`src/rtl/rcs_pkg.sv`:
```
// Package: shared types for the chained rail sequencer.
// Assumes: nothing beyond IEEE 1800-2017.
package rcs_pkg;

    // Sequencer phase
    typedef enum logic [1:0] {
        PH_IDLE = 2'd0,
        PH_RISE = 2'd1,
        PH_ON   = 2'd2,
        PH_FALL = 2'd3
    } seq_phase_t;

    // Width of a counter that must hold values 0..max_val
    function automatic int unsigned cnt_width(input int unsigned max_val);
        return (max_val < 2) ? 1 : $clog2(max_val + 1);
    endfunction

endpackage

```
`src/rtl/rcs_deglitch.sv`:
```
// Module: single-bit deglitcher. The output follows the input only after
// the input has differed from the output for FILT_LEN consecutive cycles.
// Assumes: input already synchronous to clk; output resets low (not good).
module rcs_deglitch #(
    parameter int unsigned FILT_LEN = 30
) (
    input  logic clk,
    input  logic rst_n,
    input  logic raw_in,
    output logic clean_out
);
    import rcs_pkg::*;

    localparam int unsigned CW = cnt_width(FILT_LEN);
    localparam logic [CW-1:0] LAST = CW'(FILT_LEN - 1);

    logic [CW-1:0] run_cnt;

    // Count consecutive disagreeing cycles; flip the output at the limit
    always_ff @(posedge clk) begin
        if (!rst_n) begin
            run_cnt   <= '0;
            clean_out <= 1'b0;
        end else if (raw_in == clean_out) begin
            run_cnt   <= '0;
        end else if (run_cnt == LAST) begin
            run_cnt   <= '0;
            clean_out <= raw_in;
        end else begin
            run_cnt   <= run_cnt + 1'b1;
        end
    end

endmodule

```
`src/rtl/rcs_qualify.sv`:
```
// Module: qualification timer. Reports ready once cond has held for
// QUAL_LEN consecutive cycles while armed.
// Assumes: arm is high only while the sequencer is idle.
module rcs_qualify #(
    parameter int unsigned QUAL_LEN = 10000
) (
    input  logic clk,
    input  logic rst_n,
    input  logic arm,
    input  logic cond,
    output logic ready
);
    import rcs_pkg::*;

    localparam int unsigned CW = cnt_width(QUAL_LEN);
    localparam logic [CW-1:0] FULL = CW'(QUAL_LEN);

    logic [CW-1:0] hold_cnt;

    // Saturating count of cycles with the start condition held
    always_ff @(posedge clk) begin
        if (!rst_n) begin
            hold_cnt <= '0;
        end else if (!arm || !cond) begin
            hold_cnt <= '0;
        end else if (hold_cnt != FULL) begin
            hold_cnt <= hold_cnt + 1'b1;
        end
    end

    // Window complete
    always_comb ready = arm && cond && (hold_cnt == FULL);

endmodule

```
`src/rtl/rcs_chain_fsm.sv`:
```
// Module: chained order state machine. Raises gates from index 0 upward,
// each after the previous reports fully on; lowers them from the top down,
// each after the one above reports fully off. A fault clears all gates.
// Assumes: all_good is the AND of filtered undervoltage flags.
module rcs_chain_fsm #(
    parameter int unsigned N_CH = 4
) (
    input  logic                   clk,
    input  logic                   rst_n,
    input  logic                   start,
    input  logic                   all_good,
    input  logic                   en_act,
    input  logic [N_CH-1:0]        gate_on,
    input  logic [N_CH-1:0]        gate_off,
    output logic [N_CH-1:0]        gate_en,
    output rcs_pkg::seq_phase_t    phase
);
    import rcs_pkg::*;

    localparam int unsigned IW = (N_CH > 1) ? $clog2(N_CH) : 1;
    localparam logic [IW-1:0] TOP = IW'(N_CH - 1);

    logic [IW-1:0] idx;

    // Step through the fixed order, abort on fault or disable
    always_ff @(posedge clk) begin
        if (!rst_n) begin
            phase   <= PH_IDLE;
            idx     <= '0;
            gate_en <= '0;
        end else begin
            case (phase)
                PH_IDLE: begin
                    gate_en <= '0;
                    if (start) begin
                        phase      <= PH_RISE;
                        idx        <= '0;
                        gate_en[0] <= 1'b1;
                    end
                end
                PH_RISE: begin
                    if (!all_good) begin
                        phase   <= PH_IDLE;
                        gate_en <= '0;
                    end else if (!en_act) begin
                        phase        <= PH_FALL;
                        gate_en[idx] <= 1'b0;
                    end else if (gate_on[idx]) begin
                        if (idx == TOP) begin
                            phase <= PH_ON;
                        end else begin
                            idx                 <= idx + 1'b1;
                            gate_en[idx + 1'b1] <= 1'b1;
                        end
                    end
                end
                PH_ON: begin
                    if (!all_good) begin
                        phase   <= PH_IDLE;
                        gate_en <= '0;
                    end else if (!en_act) begin
                        phase        <= PH_FALL;
                        idx          <= TOP;
                        gate_en[TOP] <= 1'b0;
                    end
                end
                default: begin
                    if (!all_good) begin
                        phase   <= PH_IDLE;
                        gate_en <= '0;
                    end else if (gate_off[idx]) begin
                        if (idx == '0) begin
                            phase <= PH_IDLE;
                        end else begin
                            idx                 <= idx - 1'b1;
                            gate_en[idx - 1'b1] <= 1'b0;
                        end
                    end
                end
            endcase
        end
    end

endmodule

```
`src/rtl/rcs_pg_timer.sv`:
```
// Module: power-good settle timer. Output rises PG_LEN cycles after active
// goes high and falls in the same cycle active falls.
// Assumes: active is a registered phase decode.
module rcs_pg_timer #(
    parameter int unsigned PG_LEN = 150000
) (
    input  logic clk,
    input  logic rst_n,
    input  logic active,
    output logic good
);
    import rcs_pkg::*;

    localparam int unsigned CW = cnt_width(PG_LEN);
    localparam logic [CW-1:0] DONE = CW'(PG_LEN);

    logic [CW-1:0] settle_cnt;

    // Saturating settle count while all rails are up
    always_ff @(posedge clk) begin
        if (!rst_n || !active) begin
            settle_cnt <= '0;
        end else if (settle_cnt != DONE) begin
            settle_cnt <= settle_cnt + 1'b1;
        end
    end

    // Good only while still active
    always_comb good = active && (settle_cnt == DONE);

endmodule

```
`src/rtl/rail_chain_seq.sv`:
```
// Module: top of the fixed-order chained rail sequencer. Filters the
// undervoltage flags, qualifies the start condition, runs the ordered
// chain and times the power-good output.
// Assumes: all inputs synchronous to clk; ramp status flags from outside.
module rail_chain_seq #(
    parameter int unsigned N_CH     = 4,
    parameter int unsigned FILT_LEN = 30,
    parameter int unsigned QUAL_LEN = 10000,
    parameter int unsigned PG_LEN   = 150000
) (
    input  logic            clk,
    input  logic            rst_n,
    input  logic [N_CH-1:0] uv_ok,
    input  logic            en_n,
    input  logic [N_CH-1:0] gate_on,
    input  logic [N_CH-1:0] gate_off,
    output logic [N_CH-1:0] gate_en,
    output logic            pwr_good
);
    import rcs_pkg::*;

    logic [N_CH-1:0] uv_good;
    logic            all_good;
    logic            en_act;
    logic            start;
    seq_phase_t      phase;

    // One deglitcher per monitored rail
    for (genvar g = 0; g < N_CH; g++) begin : g_filt
        rcs_deglitch #(.FILT_LEN(FILT_LEN)) u_filt (
            .clk      (clk),
            .rst_n    (rst_n),
            .raw_in   (uv_ok[g]),
            .clean_out(uv_good[g])
        );
    end

    // Combined start condition terms
    always_comb begin
        all_good = &uv_good;
        en_act   = !en_n;
    end

    rcs_qualify #(.QUAL_LEN(QUAL_LEN)) u_qual (
        .clk  (clk),
        .rst_n(rst_n),
        .arm  (phase == PH_IDLE),
        .cond (all_good && en_act),
        .ready(start)
    );

    rcs_chain_fsm #(.N_CH(N_CH)) u_fsm (
        .clk     (clk),
        .rst_n   (rst_n),
        .start   (start),
        .all_good(all_good),
        .en_act  (en_act),
        .gate_on (gate_on),
        .gate_off(gate_off),
        .gate_en (gate_en),
        .phase   (phase)
    );

    rcs_pg_timer #(.PG_LEN(PG_LEN)) u_pg (
        .clk   (clk),
        .rst_n (rst_n),
        .active(phase == PH_ON),
        .good  (pwr_good)
    );

endmodule

```
`config.mk`:
```
export PLATFORM = sky130hd
export DESIGN_NAME = rail_chain_seq
export DESIGN_NICKNAME = d
export VERILOG_FILES = /design/src/rtl/rcs_pkg.sv /design/src/rtl/rcs_deglitch.sv /design/src/rtl/rcs_qualify.sv /design/src/rtl/rcs_chain_fsm.sv /design/src/rtl/rcs_pg_timer.sv /design/src/rtl/rail_chain_seq.sv
export SDC_FILE = /design/constraint.sdc
export NUM_CORES = 1
export LEC_CHECK = 0
export BUFFER_PORTS_ARGS = -buffer_cell sky130_fd_sc_hd__buf_2
export CORE_ASPECT_RATIO = 1.2
export CORE_MARGIN = 1.5
export CORE_UTILIZATION = 36
export DETAILED_ROUTE_END_ITERATION = 8
export REMOVE_ABC_BUFFERS = 1
export SLEW_MARGIN = 20
export SYNTH_ARGS = -nofsm -noshare
export SYNTH_HDL_FRONTEND = slang
export SYNTH_SLANG_ARGS = --single-unit
```
`constraint.sdc`:
```
create_clock -name clk -period 2.35 [get_ports clk]
set_clock_uncertainty 0.05 [all_clocks]
set_input_delay 0.1175 -clock clk [delete_from_list [all_inputs] [get_ports clk]]
set_output_delay 0.1175 -clock clk [all_outputs]
set_load 0.05 [all_outputs]
```
* Yosys cells after proc, flatten, opt, wreduce, memory -nomap -nowiden
Index checks and enable logic that the tools add are counted. W data, S select, Z words.
Operators by class: eq/ne operators 33, reduce and logical (&&, ||, !) cells 32, bitwise logic cells 10, muxes and demuxes 43, add/sub/neg operators 8, order comparisons 6
Operators with widths (count):
- $mux W2 | 19
- $mux W4 | 7
- $add A5 B1 Y5 const B | 4
- $eq A5 B5 Y1 const B | 4
- $add A18 B1 Y18 const B | 1
- $eq A18 B18 Y1 const B | 1
- $ne A18 B18 Y1 const B | 1
- $add A14 B1 Y14 const B | 1
- $eq A14 B14 Y1 const B | 1
- $ne A14 B14 Y1 const B | 1
- $ne A2 B2 Y1 const B | 7
- $ne A4 B3 Y1 const B | 3
- $pmux W2 S3 | 2
- $pmux W4 S3 | 1
- $reduce_or A3 Y1 | 4
- $ne A5 B1 Y1 const B | 2
- $reduce_and A10 Y1 | 1
- $reduce_and A5 Y1 | 2
- $lt A2 B3 Y1 const B | 3
- $and A4 B4 Y4 | 2
- $mux W1 | 8
- $ne A4 B4 Y1 const B | 2
- $not A4 Y4 | 2
- $reduce_and A2 Y1 | 4
- other kinds (24) | 49
Word-level totals: word-level logic and storage cells 146, output and inout port bits 5, bits of input ports 15, register bits 64

* Logic depth before layout (Yosys ltp)
Gate-level depths: netlist of the first run.
depth after elaboration 11, gate-level depth with buffers 8, mapped depth without buffers 7

* Modules after synthesis
Synthesis of the first run repeated with hierarchy kept, for this count alone.
Second synthesis, totals: cells, all modules 392, area total of the unflattened synthesis 3494.6 µm²
Modules (own cells, without submodules):
- rcs_deglitch | area each 251.5 µm², instances 4, seq. area each 120.1 µm², cells an instance 24
- rcs_chain_fsm | area each 934.6 µm², instances 1, seq. area each 160.2 µm², cells an instance 119
- rcs_pg_timer | area each 832.0 µm², instances 1, seq. area each 360.3 µm², cells an instance 95
- rcs_qualify | area each 690.7 µm², instances 1, seq. area each 280.3 µm², cells an instance 77
- rail_chain_seq | area each 31.3 µm², instances 1, seq. area each 0.0 µm², cells an instance 5

* Least setup slack after synthesis of the first run
Ideal clock, no wire load.
kind register to register, start register u_fsm.idx[0], end register u_fsm.phase[1], period minus slack after synthesis 2.104 ns, arrival time 1.980 ns, buffers on the path 1, stages on the path, launching flop included 9, data required time 2.226 ns, setup slack 0.246 ns, cell sequence dfxtp_1 > buf_2 > inv_1 > ha_1 > and2b_1 > o211ai_1 > o311ai_4 > or4_1 > a31oi_1
On the way: word-level cells in the longest chain between the ends 4
RTL lines:
- start, declared | line rcs_chain_fsm.sv:23 | logic [IW-1:0] idx;
- start signal, assigned | line rcs_chain_fsm.sv:52 | idx <= idx + 1'b1;
- start signal, assigned | line rcs_chain_fsm.sv:75 | idx <= idx - 1'b1;
- $bmux W1 S2, on equally long branches | line rcs_chain_fsm.sv:71, rcs_chain_fsm.sv:48
- $mux W1, on equally long branches | line rcs_chain_fsm.sv:71, rcs_chain_fsm.sv:48
- $ne A5 B1 Y1 (no source line) / $ne A4 B3 Y1 (equally long branches)
- $reduce_and A6 Y1 (no source line) (*)
- end signal, assigned | line rcs_chain_fsm.sv:62 | phase <= PH_FALL;
- end signal, assigned | line rcs_chain_fsm.sv:69 | phase <= PH_IDLE;
- end signal, assigned | line rcs_chain_fsm.sv:73 | phase <= PH_IDLE;
- end, declared | line rcs_chain_fsm.sv:16 | output rcs_pkg::seq_phase_t phase
Mark *: on every way between the ends. The rest lies on a longest branch, timed or not. The select of a mux whose other input is x is not followed. A chain may end at the register's enable or synchronous reset.

* Worst setup path in the final report of the first run
start register u_pg.settle_cnt[0], end output pwr_good
On the way: word-level cells in the longest chain between the ends 2
RTL lines:
- start, declared | line rcs_pg_timer.sv:17 | logic [CW-1:0] settle_cnt;
- start signal, assigned | line rcs_pg_timer.sv:24 | settle_cnt <= settle_cnt + 1'b1;
- $eq A18 B18 Y1 | line rcs_pg_timer.sv:29 | always_comb good = active && (settle_cnt == DONE);
- $logic_and A1 B1 Y1 | line rcs_pg_timer.sv:29
- end, declared | line rail_chain_seq.sv:18 | output logic pwr_good
Every way passes these cells.

==> summary.txt, run 1 <==
Global route
  – Initial antenna violation count: 0
  – First-pass GRT wire length: 11350 um
  – Gr ovfl total: 0
  – Overall Global Routing Usage: 0.1428
  – Largest net degree at the start of global routing: 20
  – Vias in the first global route: 2526

Routing
  – # DRC: 0
  – Initial DRC Count: 81
  – DRT Pass-1 Iters: 5
  – Routed Antenna Nets: 0
  – Overall routed net length: 6494 um
  – Via count: 2651
  – Vias/cell: 4.992
  – WL per Instance: 12.23 um

Setup path
  – Crit path cell chain: inv_1 > ha_1 > or3b_1 > nor4_2 > and3_1 > buf_2
  – CP max stage delay: 0.36 ns
  – Crit Path Max Fanout: 3
  – Crit Path Category: flop to output port
  – Crit path DAT: 1.99 ns
  – Required time of the critical path: 2.18 ns
  – Setup crit end kind: output port
  – Slowest cell on the critical path: or3b_1
  – Startpoint Class: flop

Power and ir drop
  – VDD IR-drop max: 0.3448 mV
  – Post-route total power: 2111 uW
  – P_leak: 0.001383 uW
  – Logic gate share of total power: 0.029
  – Sequential Power Share: 0.520
  – Switch Pwr: 475.4 uW
  – PD cells: 555.1 nW/um2
  – Sw Share: 0.2252
  – Int Power: 1636 uW
  – Clock power frac: 0.451

Timing
  – Pins Over Slew Limit: 0
  – Final WS setup: 0.1965 ns
  – Hold Worst Slack: 0.09121 ns
  – Crit share post-route: 0.9164
  – Setup TNS: 0 ns
  – Final Hold Fails: 0
  – Relative slew slack: 0.5253
  – Fmax: 464.4 MHz
  – Post-layout min period: 2.154 ns
  – Final setup fails: 0
  – Measured slew at the worst slew-check pin: 0.7100 ns
  – RSZ-0062 raised after global routing: false

Clock network
  – Clock Sinks: 64
  – Clk Latency, worst-skew pair: 0.33 ns
  – Clock Pin Slew Worst Setup and Hold Paths: 0.07 ns
  – Setup bufs post-CTS: 0
  – # resized after CTS: 0
  – CTS max path bufs: 2
  – CTS tree: done
  – Hold-fix buffer count after cts: 4
  – CTS H-tree depth: 3
  – Clock Tree Root: clkbuf_8
  – CTS Buf Count: 9

Synth
  – Post-Syn Area: 3333 um2
  – EDFF count, synth: 0
  – Post-synthesis cell type count: 59
  – Synth top area cells: dfxtp_1, xor2_1, nor2_1, ha_1, nand3_1
  – Most used DFF post-synth: dfxtp_1
  – Flops & latches, synth: 64
  – Register area share after synthesis: 0.3844
  – Avg Cell Area, Syn: 8.912 um2
  – Yosys top cell by area: dfxtp_1
  – Ys async rst share: 0
  – Top-area cell type share of the netlist area: 0.3844
  – Synthesized instance count: 374
  – Syn. warnings: 0

Final layout
  – # nets final: 437
  – ANT cells: 0
  – Layout cell share with drive strength beyond 1: 0.1290
  – Area growth, synth to finish: 14.11%
  – Most frequent cells in the layout: dfxtp_1, nor2_1, nand3_1
  – Fillers: 913
  – Fin util: 0.4211
  – Most common cell after layout, fill and taps aside: dfxtp_1

Run
  – Number of max-cap violations: 0

Floorplan
  – Ports: 20
  – Core box area: 9034 um2
  – Die area: 9848 um2
  – Die Height: 108.4 um
  – # rows: 38
  – Initial Util: 0.3690
  – Die width: 90.84 um

Status
  – Outcome: finished, final reports clean

Placement
  – IO buf count: 19
  – Place WS: 0.2236 ns
  – DPL Wire Length: 4694 um
  – RePlAce Congestion: 0.8533

Hold path
  – Worst Hold Class: input port to flop
## kinds of logic (layout without fill, tap and decap cells)
family,after synthesis,after routing,share of synthesized area
compound gates,51,51,0.1160
xor+xnor,40,40,0.1051
fa+ha+maj,16,16,0.06006
buf+inv,29,66,0.04542
flops,64,64,0.3844
mux,11,11,0.03754
simple gates,163,163,0.2515
## cell type report
cell class / instances / area, um2 / area share
sequential: 64 / 1281 / 0.3368
clock buffer: 11 / 141.4 / 0.03717
inverter: 17 / 63.81 / 0.01678
tap: 120 / 150.1 / 0.03947
timing repair buffer: 33 / 210.2 / 0.05526
clock inverter: 5 / 56.30 / 0.01480
multi-input combinational: 281 / 1901 / 0.4997
## stage by stage
step | instances | cell area [um2]
after global routing | 531 | 3804
final | 531 | 3804
after global placement | 511 | 3566
after detailed placement | 511 | 3566
after floorplan | 362 | 3246
after CTS | 531 | 3804
## metal layers
metal,GRT usage,vias up,part of all wire
li1,-,1382,-
met1,0.1757,1208,0.47
met2,0.2433,48,0.47
met3,0.02883,13,0.035
met4,0.06027,0,0.018
met5,0,-,0
## path summary, 6_finish.rpt
check / from / endpoint / slack, ns / cells after the start
setup / recovery: u_pg.settle_cnt[0] / pwr_good / 0.20 / 6
hold / removal: rst_n / u_fsm.phase[0] / 0.09 / 2
setup reg to reg: u_fsm.idx[1] / u_fsm.phase[1] / 0.20 / 7
hold reg to reg: g_filt[3].u_filt.run_cnt[0] / g_filt[3].u_filt.run_cnt[0] / 0.42 / 1
## cells in the mapped netlist, types with 2 or more instances
| cell type | count |
|---|---|
| or3_1 | 5 |
| and4_1 | 5 |
| xnor2_1 | 14 |
| a211o_1 | 2 |
| buf_2 | 3 |
| ha_1 | 16 |
| o211ai_1 | 3 |
| o21ai_1 | 2 |
| dfxtp_1 | 64 |
| buf_4 | 3 |
| mux2i_1 | 8 |
| and2_1 | 4 |
| nand2b_1 | 3 |
| mux2_1 | 2 |
| o2111ai_1 | 2 |
| a31oi_1 | 2 |
| inv_1 | 17 |
| a21oi_1 | 14 |
| clkbuf_1 | 3 |
| a221oi_1 | 3 |
| a311oi_1 | 2 |
| or3b_1 | 2 |
| xor2_1 | 26 |
| nor3_1 | 4 |
| and3_1 | 4 |
| o21ai_0 | 6 |
| o221a_1 | 2 |
| nor2_1 | 57 |
| nor2b_1 | 4 |
| clkbuf_8 | 2 |
| nand2_1 | 24 |
| nand4_1 | 13 |
| nand3_1 | 27 |
## worst max-delay path: cells and delay by family, from the launching register on
family / cells / cell delay (ns)
and+or+nand+nor: 3 / 0.84
adders and majority gates: 1 / 0.14
buffers and inverters: 2 / 0.35
DFF: 1 / 0.32
## power by group through the flow
| stage | registers [uW] | clock network [uW] | logic (uW) |
|---|---|---|---|
| 4_1_cts | 1100 | 976 | 63.3 |
| 6_report | 1100 | 952 | 62.1 |
| 3_3_place_gp | 1120 | 0 | 57.3 |
| 5_1_grt | 1100 | 1020 | 69.7 |
| 2_1_floorplan | 1120 | 0 | 29.2 |
| 3_5_place_dp | 1120 | 0 | 58.3 |
## registers in the layout, summed over array words and instances, names as in the netlist
name / count
u_fsm.gate_en: 4
u_qual.hold_cnt: 14
u_fsm.idx: 2
u_fsm.phase: 2
g_filt.u_filt.clean_out: 4
g_filt.u_filt.run_cnt: 20
u_pg.settle_cnt: 18
(Power assumes the default switching activity.)
==> inputs of run 2 (changes only) <==
--- a/config.mk
+++ b/config.mk
@@ -5,12 +5,12 @@
 export SDC_FILE = /design/constraint.sdc
 export NUM_CORES = 1
 export LEC_CHECK = 0
-export BUFFER_PORTS_ARGS = -buffer_cell sky130_fd_sc_hd__buf_2
 export CORE_ASPECT_RATIO = 1.2
-export CORE_MARGIN = 1.5
 export CORE_UTILIZATION = 36
 export DETAILED_ROUTE_END_ITERATION = 8
+export DONT_BUFFER_PORTS = 1
 export REMOVE_ABC_BUFFERS = 1
+export SETUP_SLACK_MARGIN = 0.02
 export SLEW_MARGIN = 20
 export SYNTH_ARGS = -nofsm -noshare
 export SYNTH_HDL_FRONTEND = slang
==> summary.txt, run 2 (same netlist as run 1, synthesis figures left out) <==
Floorplan
  – Die area: 9649 um2 (-2.0%)
  – Die width: 89.84 um (-1.1%)
  – Ports: 20 (unchanged)
  – Die Height: 107.4 um (-0.92%)
  – # rows: 38 (unchanged)
  – Core box area: 9034 um2 (unchanged)
  – Initial Util: 0.3690 (unchanged)

Final layout
  – Most frequent cells in the layout: dfxtp_1, nor2_1, nand3_1
  – Layout cell share with drive strength beyond 1: 0.09137 (-0.03758)
  – ANT cells: 0 (unchanged)
  – Area growth, synth to finish: 12.95%
  – Post-Layout Inst Area: 3765 um2 (-1.0%)
  – Largest regs: g_filt.u_filt.run_cnt: 20 flops, u_pg.settle_cnt: 18 flops, u_qual.hold_cnt: 14 flops
  – Largest Register: g_filt.u_filt.run_cnt
  – Most common cell after layout, fill and taps aside: dfxtp_1
  – # nets final: 420 (-3.9%)
  – Number of flip-flops in the largest register: 20 (unchanged)

Setup path
  – Startpoint Class: flop
  – Crit path DAT: 2.39 ns (+0.40 ns)
  – Required time of the critical path: 2.57 ns (+0.39 ns)
  – Crit Path Category: flop to flop
  – Crit Path Max Fanout: 6 (+3)
  – Setup crit end kind: flop

Power and ir drop
  – Sequential Power Share: 0.496 (-0.024)
  – VDD IR-drop max: 0.3240 mV (-6.0%)
  – Switch Pwr: 488.2 uW (+2.7%)
  – Sw Share: 0.2209 (-0.004297)
  – Int Power: 1722 uW (+5.3%)
  – PD cells: 587.0 nW/um2 (+5.8%)
  – P_leak: 0.001330 uW (-3.8%)
  – Logic gate share of total power: 0.022 (-0.007)
  – Clock power frac: 0.482 (+0.031)

Routing
  – Initial DRC Count: 105 (+30%)
  – Overall routed net length: 6733 um (+3.7%)
  – Via count: 2634 (-0.64%)
  – Routed Antenna Nets: 0 (unchanged)
  – WL per Instance: 13.10 um (+7.1%)
  – DRT Pass-1 Iters: 4 (-1)
  – # DRC: 0 (unchanged)
  – Vias/cell: 5.125 (+2.6%)

Timing
  – Final setup fails: 0 (unchanged)
  – Pins Over Slew Limit: 0 (unchanged)
  – Setup TNS: 0 ns (unchanged)
  – Relative slew slack: 0.5295 (+0.004183)
  – RSZ-0062 raised after global routing: false
  – Final Hold Fails: 0 (unchanged)
  – Fmax: 459.7 MHz (-1.0%)
  – Measured slew at the worst slew-check pin: 0.7037 ns (-0.006258 ns)
  – Crit share post-route: 0.9256 (+0.009234)
  – Post-layout min period: 2.175 ns (+0.02170 ns)

Clock network
  – Clk Latency, worst-skew pair: 0.34 ns (about the same)
  – CTS Buf Count: 9 (unchanged)
  – Clock Sinks: 64 (unchanged)
  – Setup bufs post-CTS: 0 (unchanged)
  – Clock Tree Root: clkbuf_8
  – Clock Pin Slew Worst Setup and Hold Paths: 0.07 ns (about the same)
  – CTS H-tree depth: 3 (unchanged)
  – CTS max path bufs: 2 (unchanged)
  – CTS tree: done

Placement
  – IO buf count: 0 (-19)
  – DPL Wire Length: 4823 um (+2.7%)
  – RePlAce Congestion: 0.8906 (+4.4%)
  – Placed cell area: 3471 um2 (-2.7%)

Global route
  – Vias in the first global route: 2600 (+2.9%)
  – Overall Global Routing Usage: 0.1489 (+0.006177)
  – Largest net degree at the start of global routing: 19 (-5.0%)
  – Initial antenna violation count: 0 (unchanged)
  – First-pass GRT wire length: 11540 um (+1.7%)
  – Gr ovfl total: 0 (unchanged)

Hold path
  – Worst Hold Class: input port to flop

Run
  – Number of max-cap violations: 0 (unchanged)

Status
  – Outcome: finished, final reports clean
run 2: changes by cell type in the layout (fill, tap and decap cells not counted), moves of 2 or more:
| cell | before | now |
|---|---|---|
| inv_6 | 0 | 2 |
| buf_2 | 19 | 0 |
| dlygate4sd3_1 | 4 | 6 |
| clkinv_2 | 2 | 0 |
| clkinv_4 | 1 | 3 |
run 2: timing repair:
| item | CTS | global route |
|---|---|---|
| gates resized for setup | 0 | 1 |
| setup endpoints to repair | 0 | 1 |
| hold buffers | 6 | 0 |
| endpoints found under the hold margin | 29 | 0 |
run 2: path summary, 6_finish.rpt:
check / startpoint / end / slack, ns / cells after the start
worst min register to register: g_filt[1].u_filt.run_cnt[0] / g_filt[1].u_filt.run_cnt[0] / 0.42 / 1
worst max register to register: u_fsm.idx[1] / u_fsm.phase[1] / 0.17 / 7
worst min-delay path: rst_n / u_fsm.gate_en[3] / 0.01 / 3
worst max-delay path: u_fsm.idx[1] / u_fsm.phase[1] / 0.17 / 7
run 2: metrics by stage:
stage                     std cells  setup WS [ns]  utilization  hold slack [ns]  total power, uW
after floorplan                 362         0.2905            -           0.2009             1150
after global placement          492         0.2427       0.3842           0.2069             1159
after detailed placement        492         0.1904       0.3842           0.2088             1160
after CTS                       514         0.1644       0.4161        0.0003565             2250
after global routing            514        0.06784       0.4168          0.01200             2301
final                           514         0.1748       0.4168          0.01296             2210
run 2: routing by layer:
layer  wire, um  global-route usage  vias to the layer above
met5          0                   0                        -
met4         95             0.07494                        0
met3        210             0.03884                        8
met2       3435              0.2654                       32
met1       2992              0.1638                     1244
li1           -                   -                     1350
run 2: area by class of cell:
class / instances / area [um2]
flip-flops and latches: 64 / 1281
repair buffers: 16 / 135.1
well taps: 120 / 150.1
clock buffers: 9 / 123.9
inverters: 17 / 63.81
multi-input cells: 281 / 1907
clock inverters: 7 / 103.9
fillers: 935 / 5269
run 2: power by group through the flow:
stage | clock network [uW] | registers (uW) | logic (uW)
floorplan | 0 | 1120 | 29.2
global placement | 0 | 1120 | 36.7
detailed placement | 0 | 1120 | 37.4
CTS | 1110 | 1100 | 47.9
global route | 1150 | 1100 | 53.3
finish | 1070 | 1100 | 47.5
run 2: critical path, stage by stage, from the launching register on:
cell and delay, ns:
dfxtp_1 0.34, inv_1 0.11, ha_1 0.26, and2b_1 0.22, o211ai_1 0.29, o311ai_4 0.17, or4_1 0.48, a31oi_1 0.18
